<file path="src/rtl/ucyc_delay_pkg.sv">
package ucyc_delay_pkg;

  // Stall length in microcycles: fixed + p*(lin + 2^shift) + ac*acmul
  function automatic int unsigned stall_len(
    input int unsigned p,
    input int unsigned ac,
    input int unsigned fixed_part,
    input int unsigned p_lin,
    input int unsigned p_shift,
    input int unsigned ac_mul
  );
    return fixed_part + p * p_lin + (p << p_shift) + ac * ac_mul;
  endfunction

  // Width needed to hold a non-negative value v
  function automatic int unsigned bits_for(input int unsigned v);
    int unsigned n;
    n = 1;
    while ((v >> n) != 0) n++;
    return n;
  endfunction

endpackage

</file>
<file path="src/rtl/ucyc_tick_cnt.sv">
module ucyc_tick_cnt #(
  parameter int unsigned CNT_W = 18
) (
  input  logic             clk,
  input  logic             rst_n,
  input  logic             load,
  input  logic [CNT_W-1:0] load_val,
  input  logic             busy,
  input  logic             tick,
  output logic             last_tick
);

  logic [CNT_W-1:0] remaining;
  logic             step;

  assign step      = busy && tick;
  assign last_tick = step && (remaining == CNT_W'(1));

  always_ff @(posedge clk) begin
    if (!rst_n)        remaining <= '0;
    else if (load)     remaining <= load_val;
    else if (step)     remaining <= remaining - CNT_W'(1);
  end

  // no tick, no progress
  p_hold_without_tick_r5: assert property (@(posedge clk) disable iff (!rst_n)
    (busy && !tick && !load) |=> $stable(remaining));

  // a running stall never has an empty count
  p_remaining_live_r3: assert property (@(posedge clk) disable iff (!rst_n)
    busy |-> (remaining != '0));

endmodule

</file>
<file path="src/rtl/ucyc_acc_cnt.sv">
module ucyc_acc_cnt #(
  parameter int unsigned DATA_W = 8
) (
  input  logic              clk,
  input  logic              rst_n,
  input  logic              load,
  input  logic [DATA_W-1:0] load_val,
  input  logic              step,
  output logic [DATA_W-1:0] acc
);

  logic half;
  logic live;

  assign live = step && (acc != '0);

  always_ff @(posedge clk) begin
    if (!rst_n) begin
      acc  <= '0;
      half <= 1'b0;
    end else if (load) begin
      acc  <= load_val;
      half <= 1'b0;
    end else if (live) begin
      half <= ~half;
      if (half) acc <= acc - DATA_W'(1);
    end
  end

  // a decrement happens on the second tick of each pair
  p_pair_decrement_r6: assert property (@(posedge clk) disable iff (!rst_n)
    (live && half && !load) |=> (acc == $past(acc) - DATA_W'(1)));

  // without a step or load the accumulator holds
  p_acc_hold_r5: assert property (@(posedge clk) disable iff (!rst_n)
    (!step && !load) |=> $stable(acc));

endmodule

</file>
<file path="src/rtl/ucyc_delay_seq.sv">
module ucyc_delay_seq #(
  parameter int unsigned DATA_W      = 8,
  parameter int unsigned FIXED_TICKS = 13,
  parameter int unsigned P_LIN       = 2,
  parameter int unsigned P_SHIFT     = 9,
  parameter int unsigned AC_MUL      = 2
) (
  input  logic              clk,
  input  logic              rst_n,
  input  logic              ucyc_tick,
  input  logic              start,
  input  logic [DATA_W-1:0] param_in,
  input  logic [DATA_W-1:0] acc_in,
  output logic              busy,
  output logic              done,
  output logic [DATA_W-1:0] acc_out
);
  import ucyc_delay_pkg::*;

  localparam int unsigned MAX_IN    = (1 << DATA_W) - 1;
  localparam int unsigned MAX_STALL = stall_len(MAX_IN, MAX_IN, FIXED_TICKS,
                                                P_LIN, P_SHIFT, AC_MUL);
  localparam int unsigned CNT_W     = bits_for(MAX_STALL);

  // named internal events
  logic             accept;
  logic             last_tick;
  logic             counted;
  logic [CNT_W-1:0] total;

  assign accept  = start && !busy;
  assign counted = busy && ucyc_tick;
  assign total   = CNT_W'(stall_len(int'(param_in), int'(acc_in), FIXED_TICKS,
                                    P_LIN, P_SHIFT, AC_MUL));

  ucyc_tick_cnt #(.CNT_W(CNT_W)) u_cnt (
    .clk       (clk),
    .rst_n     (rst_n),
    .load      (accept),
    .load_val  (total),
    .busy      (busy),
    .tick      (ucyc_tick),
    .last_tick (last_tick)
  );

  ucyc_acc_cnt #(.DATA_W(DATA_W)) u_acc (
    .clk      (clk),
    .rst_n    (rst_n),
    .load     (accept),
    .load_val (acc_in),
    .step     (counted),
    .acc      (acc_out)
  );

  always_ff @(posedge clk) begin
    if (!rst_n) begin
      busy <= 1'b0;
      done <= 1'b0;
    end else begin
      done <= last_tick;
      if (accept)         busy <= 1'b1;
      else if (last_tick) busy <= 1'b0;
    end
  end

  // accepted start raises busy next cycle
  p_busy_follows_start_r2: assert property (@(posedge clk) disable iff (!rst_n)
    accept |=> busy);

  // done is a single-cycle pulse with busy low
  p_done_single_r4: assert property (@(posedge clk) disable iff (!rst_n)
    done |=> !done);
  p_done_idle_r4: assert property (@(posedge clk) disable iff (!rst_n)
    done |-> !busy);

  // accumulator drained at completion
  p_acc_drained_r7: assert property (@(posedge clk) disable iff (!rst_n)
    done |-> (acc_out == '0));

  // a start while busy does not disturb the countdown
  p_ignore_start_r8: assert property (@(posedge clk) disable iff (!rst_n)
    (busy && start && !ucyc_tick) |=> (busy && $stable(acc_out)));

endmodule

</file>
<file path="config.mk">
export PLATFORM = sky130hd
export DESIGN_NAME = ucyc_delay_seq
export DESIGN_NICKNAME = d
export VERILOG_FILES = /design/src/rtl/ucyc_delay_pkg.sv /design/src/rtl/ucyc_tick_cnt.sv /design/src/rtl/ucyc_acc_cnt.sv /design/src/rtl/ucyc_delay_seq.sv
export SDC_FILE = /design/constraint.sdc
export NUM_CORES = 1
export LEC_CHECK = 0
export ABC_CLOCK_PERIOD_IN_PS = 1980
export BUFFER_PORTS_ARGS = -buffer_cell sky130_fd_sc_hd__buf_2
export CAP_MARGIN = 20
export CORE_ASPECT_RATIO = 0.7
export CORE_UTILIZATION = 52
export DETAILED_ROUTE_END_ITERATION = 16
export HOLD_SLACK_MARGIN = 0.08
export PLACE_DENSITY = 0.81
export SYNTH_ARGS = -nofsm -noshare
export SYNTH_HDL_FRONTEND = slang
export SYNTH_SLANG_ARGS = --single-unit
</file>
<file path="constraint.sdc">
create_clock -name clk -period 1.98 [get_ports clk]
set_input_delay 0.099 -clock clk [delete_from_list [all_inputs] [get_ports clk]]
set_output_delay 0.099 -clock clk [all_outputs]
set_load 0.005 [all_outputs]
</file>
# After elaboration in Yosys (flattened, before gate mapping)
# Cells that the tools add are included.
# totals
inputBits	20
word_cells	32
out_inout_bits	10
register_bits	29
# classes
bitwise_logic	2
muxes	7
eq_ne	1
reduce_logical	12
n_addsub	5
# op_table
op	n
2-to-1 mux 18 bit	2
2-to-1 mux 8 bit	3
adder 10 x 17 -> 18 bit	1
adder 18 x 9 -> 18 bit	1
equality test 18 x 1 -> 1 bit (second input constant)	1
subtractor 18 x 1 -> 18 bit (second input constant)	1
adder 4 x 9 -> 10 bit (first input constant)	1
nonzero test 2 bit	4
nonzero test 8 bit	1
subtractor 8 x 1 -> 8 bit (second input constant)	1
logical AND 1 bit	4
2-to-1 mux 1 bit	2
NOT 1 bit	2
AND reduction 2 bit	1
OR reduction 2 bit	1
zero test 1 bit	1

# Depth between registers and ports, before layout
# Gate-level depths: netlist (run 1).
# logic_depth
ltp_word	4
ltp_mapped	10
mapped_depth_nobuf	10

# Cells and area by module
# Synthesis (run 1) repeated with hierarchy kept, for this count alone.
# hier_totals
cells_unflattened	268
area_unflattened_um2	2273.4
# modules_own_cells
module	seq_area_each_um2	area_per_inst_um2	instances	cells_each
ucyc_tick_cnt	360.3	965.9	1	115
ucyc_delay_seq	40.0	794.5	1	93
ucyc_acc_cnt	180.2	513.0	1	60

# Least setup slack after synthesis (run 1)
# Ideal clock, no wire load.
# synth_timing
path_kind	input -> register
start	input acc_in[1]
end	register u_cnt.remaining[10]
stages	10
path_slack_ps	-183
arrival_time_ps	2035
required_time_ps	1853
setup_time_ps	127
n_path_buf	0
path_cell_list	inv_1 ha_1 inv_1 ha_1 fa_1 a21o_1 a221o_1 a21oi_1 nor4b_1 nor4_1
# synth_between
elab_chain_len	2
# synth_rtl
item	line_no	source
start, declared	ucyc_delay_seq.sv:13	input logic [DATA_W-1:0] acc_in,
adder 18 x 9 -> 18 bit	ucyc_delay_pkg.sv:12	return fixed_part + p * p_lin + (p << p_shift) + ac * ac_mul;
2-to-1 mux 18 bit	ucyc_tick_cnt.sv:21	else if (load) remaining <= load_val;
end signal, assigned	ucyc_tick_cnt.sv:21	
end signal, assigned	ucyc_tick_cnt.sv:22	else if (step) remaining <= remaining - CNT_W'(1);
end, declared	ucyc_tick_cnt.sv:13	logic [CNT_W-1:0] remaining;
# No other way between the ends.
# A chain may end at the register's enable or synchronous reset.

# Final worst setup path (run 1)
# layout_timing
start	input param_in[1]
end	register u_cnt.remaining[8]
# layout_between
elab_chain_len	4
# layout_rtl
item	line_no	source
start, declared	ucyc_delay_seq.sv:12	input logic [DATA_W-1:0] param_in,
adder 4 x 9 -> 10 bit	ucyc_delay_pkg.sv:12	
adder 10 x 17 -> 18 bit	ucyc_delay_pkg.sv:12	
adder 18 x 9 -> 18 bit	ucyc_delay_pkg.sv:12	
2-to-1 mux 18 bit	ucyc_tick_cnt.sv:21	
# No other way between the ends.

==> run summary, run 1 <==
- vertical die dimension: 57.6 um
- source of the worst register-to-register timing path: u_acc.acc[3]$_SDFFE_PN0P_
- syn nets: 319
- top cells by count, synth: sky130_fd_sc_hd__dfxtp_1, sky130_fd_sc_hd__a21oi_1, sky130_fd_sc_hd__ha_1, sky130_fd_sc_hd__nor2_1, sky130_fd_sc_hd__nand2_1
- detailed-route wire length per cell: 15.3 um
- worst hold path endpoint: u_acc.acc[1]$_SDFFE_PN0P_
- number of input and output port buffers inserted: 29
- Worst VDD drop: 0.423 mV
- time the final worst path needs with I/O delays and setup: 1.88 ns
- ratio of cells with drive above 1 in the final layout: 26.1%
- Antenna diodes: 0
- Total Negative Setup Slacks: 0 ns
- Critical Path Source Type: input port
- total global routing overflow: 0
- clock tree from TritonCTS: built
- number of synthesized flops with an enable pin: 0
- global-route wire length before repair: 9.94 mm
- most common cell in the synthesized netlist: sky130_fd_sc_hd__dfxtp_1
- FF+latch count, synth: 29
- overall fraction of global-route tracks in use: 28.5%
- result of the run: completed
- number of standard cells after synthesis: 278
- number of global-route vias before repair: 2023
- worst-skew pair later-pin latency: 0.29 ns
- startpoint of the worst hold path: acc_in[1]
- total count of max-transition violations in the final report: 0
- crit-path max FO: 3
- worst setup slack for register-to-register paths: 0.13 ns
- Initial Util: 56.5%
- sequential area share after synthesis: 25.3%
- drt first pass iters: 5
- worst path arrival time: 2.09 ns
- top-area cell type share of the netlist area: 25.3%
- power density over the cells: 658 nW/um2
- count of unique library cells instantiated by Yosys: 58
- Filler Cells Inserted: 332
- reg2reg end: u_acc.acc[3]$_SDFFE_PN0P_
- largest area contributor in the synthesized netlist: sky130_fd_sc_hd__dfxtp_1
- final weighted congestion in routability-driven placement: 1.00
- I/O pin total: 30
- worst min-delay path category: in2reg
- violation count after the first detailed-routing iteration: 147
- pre-CTS setup slack: -0.197 ns
- fraction of registers with async set or reset after synthesis: 0%
- Worst Skew: 0.00541 ns
- post-route clock period utilization: 95.0%
- slew at the pin with the worst max-slew slack: 0.407 ns
- f_max: 532 MHz
- kind of critical path: in2reg
- final setup fails: 0
- vias post-DR: 2233
- die footprint: 4690 um2
- most used flip-flop cell after synthesis: sky130_fd_sc_hd__dfxtp_1
- required time of the critical path: 2.19 ns
- number of placement rows: 19
- CTS Buf Count: 5
- width of the chip: 81.4 um
- max-cap check violation count: 0
- count of antenna-violating nets left after detailed routing: 0
- synthesis-to-finish area growth: 22.7%
- Synth Area per Inst: 8.26 um2
- crit end category: register
- slack of the critical path: 0.0986 ns
- net total in the final layout: 373
- multi-input gate area in the final layout: 1640 um2
- synthesized cell area: 2300 um2
- number of H-tree levels: 2
- number of sinks handled by clock tree synthesis: 29
- number of vias per cell after detailed routing: 5.80
- clock slew at the register clock pins of the worst setup and hold paths: 0.07 ns
- area of all sequential standard cells: 581 um2
- Worst Hold Depth: 3
- most area-consuming cells after synthesis: sky130_fd_sc_hd__dfxtp_1, sky130_fd_sc_hd__ha_1, sky130_fd_sc_hd__xnor2_1, sky130_fd_sc_hd__a21oi_1, sky130_fd_sc_hd__o21ai_0
- Total Routed Length: 5.88 mm
- count of endpoints failing hold in the final timing report: 0
- R2R cell count: 5
- Core Region: 4070 um2
- RSZ-0062 raised after global routing: no
- leakage power summed over all cells: 1.19 nW
- Synth Warn #: 0
- clk buf depth: 2
- master cell of the clock root buffer: sky130_fd_sc_hd__clkbuf_8
- largest net degree at the start of global routing: 23
- Critical path origin: param_in[1]
- Max-slew headroom: 72.7%
- half-perimeter wire length after detailed placement: 4.55 mm
- DRC violations left: 0
- initial antenna violation count: 0
report_power, final:
group | leakage (nW) | internal [W] | total, W | switching [W]
Clock | 0.0450 | 0.000243 | 0.000485 | 0.000241
Combinational | 0.906 | 0.000310 | 0.000666 | 0.000356
Sequential | 0.240 | 0.000639 | 0.000701 | 0.0000626
Total | 1.19 | 0.00119 | 0.00185 | 0.000661
cell type report:
type | instances | area share (%)
timing repair buffer | 60 | 13.9
sequential | 29 | 20.6
clock buffer | 6 | 2.58
clock inverter | 2 | 0.355
multi-input combinational | 222 | 58.2
tap | 52 | 2.31
inverter | 14 | 1.95
worst max-delay path, stage by stage:
cell and delay (ns):
sky130_fd_sc_hd__buf_2 0.09, sky130_fd_sc_hd__inv_2 0.05, sky130_fd_sc_hd__ha_4 0.26, sky130_fd_sc_hd__inv_2 0.04, sky130_fd_sc_hd__ha_4 0.16, sky130_fd_sc_hd__fa_2 0.35
sky130_fd_sc_hd__a21o_1 0.19, sky130_fd_sc_hd__a221o_1 0.35, sky130_fd_sc_hd__buf_4 0.16, sky130_fd_sc_hd__xnor2_1 0.12, sky130_fd_sc_hd__a211oi_1 0.22
per-layer routing:
layer	share of wire (%)	up-vias	track usage [%]
met5	0	-	0
met3	6.3	4	8.48
met2	40	66	38.8
met1	53	1023	43.6
met4	0.65	0	5.36
li1	-	1140	-
repair_timing:
action                                  4_1_cts  5_1_grt
resized for setup                             0        0
endpoints found under the setup margin        0        1
hold buffers                                  1        0
hold endpoints to repair                      1        0
buffers inserted                              0        1
sequential cells by signal, summed over array words and instances, names as in the netlist:
register         cells
busy                 1
u_acc.half           1
done                 1
u_cnt.remaining     18
u_acc.acc            8
layout by cell type, fill, tap and decap left out, types with 3 or more instances in the layout:
cell and count:
sky130_fd_sc_hd__a31oi_1 3, sky130_fd_sc_hd__nor2_1 20, sky130_fd_sc_hd__xor2_1 9, sky130_fd_sc_hd__and2_1 6, sky130_fd_sc_hd__buf_4 29, sky130_fd_sc_hd__a21oi_1 23, sky130_fd_sc_hd__o22ai_1 4, sky130_fd_sc_hd__nor2b_1 3
sky130_fd_sc_hd__nor4_1 5, sky130_fd_sc_hd__inv_1 11, sky130_fd_sc_hd__a211oi_1 9, sky130_fd_sc_hd__nand4_1 4, sky130_fd_sc_hd__clkbuf_8 5, sky130_fd_sc_hd__a21o_1 3, sky130_fd_sc_hd__buf_2 29, sky130_fd_sc_hd__ha_1 18
sky130_fd_sc_hd__nand3_1 7, sky130_fd_sc_hd__o31ai_1 3, sky130_fd_sc_hd__or3_1 3, sky130_fd_sc_hd__dfxtp_1 29, sky130_fd_sc_hd__xnor2_1 14, sky130_fd_sc_hd__and3_1 4, sky130_fd_sc_hd__nor3b_1 3, sky130_fd_sc_hd__nand2_1 17
sky130_fd_sc_hd__nor3_1 9, sky130_fd_sc_hd__o21ai_0 16
kinds of logic after synthesis:
| kind of cell | Yosys count | share of synthesized area, % |
|---|---|---|
| buffers and inverters | 27 | 4.90 |
| multiplexers | 3 | 1.36 |
| flip-flops | 29 | 25.3 |
| XOR/XNOR | 23 | 8.77 |
| AO/OA/AOI/OAI | 80 | 24.9 |
| AND/OR/NAND/NOR | 95 | 23.0 |
| adder cells (fa/ha/maj) | 21 | 11.8 |
through the flow:
step / util, % / instance area, um2 / total power, W / hold slack, ns / cells
2_1_floorplan: - / 2340 / 0.00113 / 0.238 / 278
3_3_place_gp: 66.8 / 2720 / 0.00135 / 0.369 / 375
3_5_place_dp: 66.8 / 2720 / 0.00136 / 0.369 / 375
4_1_cts: 69.1 / 2810 / 0.00185 / 0.0999 / 384
5_1_grt: 69.3 / 2820 / 0.00198 / 0.116 / 385
6_report: 69.3 / 2820 / 0.00185 / 0.106 / 385
how the worst max path moves through the flow:
stage | depth (start not counted) | endpoint | slack [ns]
final | 11 | u_cnt.remaining[8]$_SDFFE_PN0P_ | 0.1
after global routing | 11 | u_cnt.remaining[16]$_SDFFE_PN0P_ | 0.00003
after CTS | 11 | u_cnt.remaining[10]$_SDFFE_PN0P_ | 0.11
after detailed placement | 11 | u_cnt.remaining[10]$_SDFFE_PN0P_ | -0.20
after global placement | 11 | u_cnt.remaining[10]$_SDFFE_PN0P_ | -0.17
after floorplan | 10 | u_cnt.remaining[10]$_SDFFE_PN0P_ | 0.01
Note: power is estimated with default switching activity, not from simulation.
==> inputs of run 2 (changes only) <==
--- a/config.mk
+++ b/config.mk
@@ -5,14 +5,14 @@
 export SDC_FILE = /design/constraint.sdc
 export NUM_CORES = 1
 export LEC_CHECK = 0
-export ABC_CLOCK_PERIOD_IN_PS = 1980
+export ABC_CLOCK_PERIOD_IN_PS = 2300
 export BUFFER_PORTS_ARGS = -buffer_cell sky130_fd_sc_hd__buf_2
 export CAP_MARGIN = 20
 export CORE_ASPECT_RATIO = 0.7
-export CORE_UTILIZATION = 52
+export CORE_UTILIZATION = 63
 export DETAILED_ROUTE_END_ITERATION = 16
 export HOLD_SLACK_MARGIN = 0.08
-export PLACE_DENSITY = 0.81
+export PLACE_DENSITY = 0.91
 export SYNTH_ARGS = -nofsm -noshare
 export SYNTH_HDL_FRONTEND = slang
 export SYNTH_SLANG_ARGS = --single-unit
==> constraint.sdc (replaced) <==
create_clock -name clk -period 2.3 [get_ports clk]
set_input_delay 0.115 -clock clk [delete_from_list [all_inputs] [get_ports clk]]
set_output_delay 0.115 -clock clk [all_outputs]
set_load 0.005 [all_outputs]
==> run summary, run 2 (synthesis gave the netlist of run 1 again) <==
- Worst Hold Depth: 3
- leakage power summed over all cells: 1.09 nW
- R2R cell count: 5
- synthesis-to-finish area growth: 13.6%
- worst min-delay path category: in2reg
- busiest layer in global routing: met2
- crit end category: register
- power density over the cells: 609 nW/um2
- time the final worst path needs with I/O delays and setup: 2.12 ns
- number of sinks handled by clock tree synthesis: 29
- worst hold slack: 0.133 ns
- crit-path max FO: 3
- drt first pass iters: 5
- largest net degree at the start of global routing: 26
- Core Region: 3320 um2
- initial antenna violation count: 0
- required time of the critical path: 2.47 ns
- die footprint: 3890 um2
- I/O pin total: 30
- Gate power share: 31.5%
- placed cells: 350
- Critical Path Source Type: input port
- net total in the final layout: 351
- Max-slew headroom: 68.4%
- final setup fails: 0
- global-route wire length before repair: 9.72 mm
- switch share: 34.8%
- cts repair resizes: 0
- GR met1 Demand/Resource: 48.6%
- number of placement rows: 17
- violation count after the first detailed-routing iteration: 136
- total global routing overflow: 0
- max reg flops: 18
- clock slew at the register clock pins of the worst setup and hold paths: 0.07 ns
- number of input and output port buffers inserted: 29
- commonest non-fill, non-tap cells in the layout: sky130_fd_sc_hd__dfxtp_1, sky130_fd_sc_hd__buf_2, sky130_fd_sc_hd__a21oi_1
- max-cap check violation count: 0
- half-perimeter wire length after detailed placement: 4.45 mm
- RSZ-0062 raised after global routing: no
- post-CTS repair timing setup buffer count: 0
- slew at the pin with the worst max-slew slack: 0.471 ns
- count of antenna-violating nets left after detailed routing: 0
- kind of critical path: in2reg
- worst path arrival time: 2.29 ns
- DRC violations left: 0
- CTS Buf Count: 5
- f_max: 471 MHz
- switching power total: 0.000553 W
- Final Non-Filler Cells: 358
- Antenna diodes: 0
- clk buf depth: 2
- worst-skew pair later-pin latency: 0.29 ns
- vias post-DR: 2316
- Worst Skew: 0.00983 ns
- number of global-route vias before repair: 2053
- count of hold buffers inserted by post-cts repair: 0
- vertical die dimension: 52.5 um
- largest reg by FF count: u_cnt.remaining
- largest registers ranked by flip-flop count: u_cnt.remaining (18), u_acc.acc (8)
- number of H-tree levels: 2
- result of the run: completed
- ratio of cells with drive above 1 in the final layout: 19.0%
- Initial Util: 69.2%
- M3 GR Usage: 5.77%
- global routing usage on met2: 50.5%
- Worst VDD drop: 0.437 mV
- detailed-route wire length per cell: 16.5 um
- width of the chip: 74.2 um
- total count of max-transition violations in the final report: 0
- count of endpoints failing hold in the final timing report: 0
- final weighted congestion in routability-driven placement: 0.988
- post-route clock period utilization: 92.3%
- Total Negative Setup Slacks: 0 ns
- master cell of the clock root buffer: sky130_fd_sc_hd__clkbuf_8
- overall fraction of global-route tracks in use: 33.9%
- relative contribution of sequential cells to total power: 38.5%
- Total Routed Length: 5.92 mm
- proportion of power drawn by the clock network: 29.9%
- clock tree from TritonCTS: built
- number of vias per cell after detailed routing: 6.47
- internal power consumption: 0.00103 W
run 2: power by group through the flow:
stage	registers, W	logic, W	clock network, W
global placement	0.000615	0.000471	0
detailed placement	0.000619	0.000484	0
global route	0.000618	0.000550	0.000502
CTS	0.000609	0.000492	0.000472
finish	0.000612	0.000501	0.000475
floorplan	0.000608	0.000355	0
run 2: path summary, 6_finish.rpt:
path	start	to	slack, ns
worst max register to register	u_cnt.remaining[8]$_SDFFE_PN0P_	u_cnt.remaining[14]$_SDFFE_PN0P_	0.36
worst min register to register	u_cnt.remaining[1]$_SDFFE_PN0P_	u_cnt.remaining[1]$_SDFFE_PN0P_	0.52
worst min-delay path	acc_in[7]	u_acc.acc[7]$_SDFFE_PN0P_	0.13
worst max-delay path	param_in[1]	u_cnt.remaining[10]$_SDFFE_PN0P_	0.18
run 2: final cells by class:
cell class	count	area (um2)
well taps	47	58.8
flip-flops and latches	29	581
fillers	223	709
inverters	14	52.6
repair buffers	38	213
clock buffers	7	96.3
clock inverters	1	5.00
multi-input cells	222	1600
run 2: critical path, stage by stage:
cell                      delay (ns)
sky130_fd_sc_hd__buf_2          0.10
sky130_fd_sc_hd__inv_1          0.05
sky130_fd_sc_hd__ha_1           0.26
sky130_fd_sc_hd__inv_1          0.04
sky130_fd_sc_hd__ha_1           0.22
sky130_fd_sc_hd__fa_1           0.39
sky130_fd_sc_hd__a21o_1         0.22
sky130_fd_sc_hd__a221o_1        0.34
sky130_fd_sc_hd__a21oi_1        0.19
sky130_fd_sc_hd__nor4b_1        0.28
sky130_fd_sc_hd__nor4_1         0.10
run 2: metrics by stage:
step	worst slack [ns]	instance area (um2)	util (%)	power [W]
2_1_floorplan	0.121	2300	-	0.000963
3_3_place_gp	-0.0193	2510	75.6	0.00109
3_5_place_dp	-0.121	2510	75.6	0.00110
4_1_cts	0.185	2610	78.6	0.00157
5_1_grt	0.00963	2610	78.6	0.00167
6_report	0.177	2610	78.6	0.00159
run 2: routing by layer:
metal,up-vias,part of all wire (%)
li1,1092,-
met1,1067,45
met2,140,44
met3,17,9.1
met4,0,1.9
met5,-,0
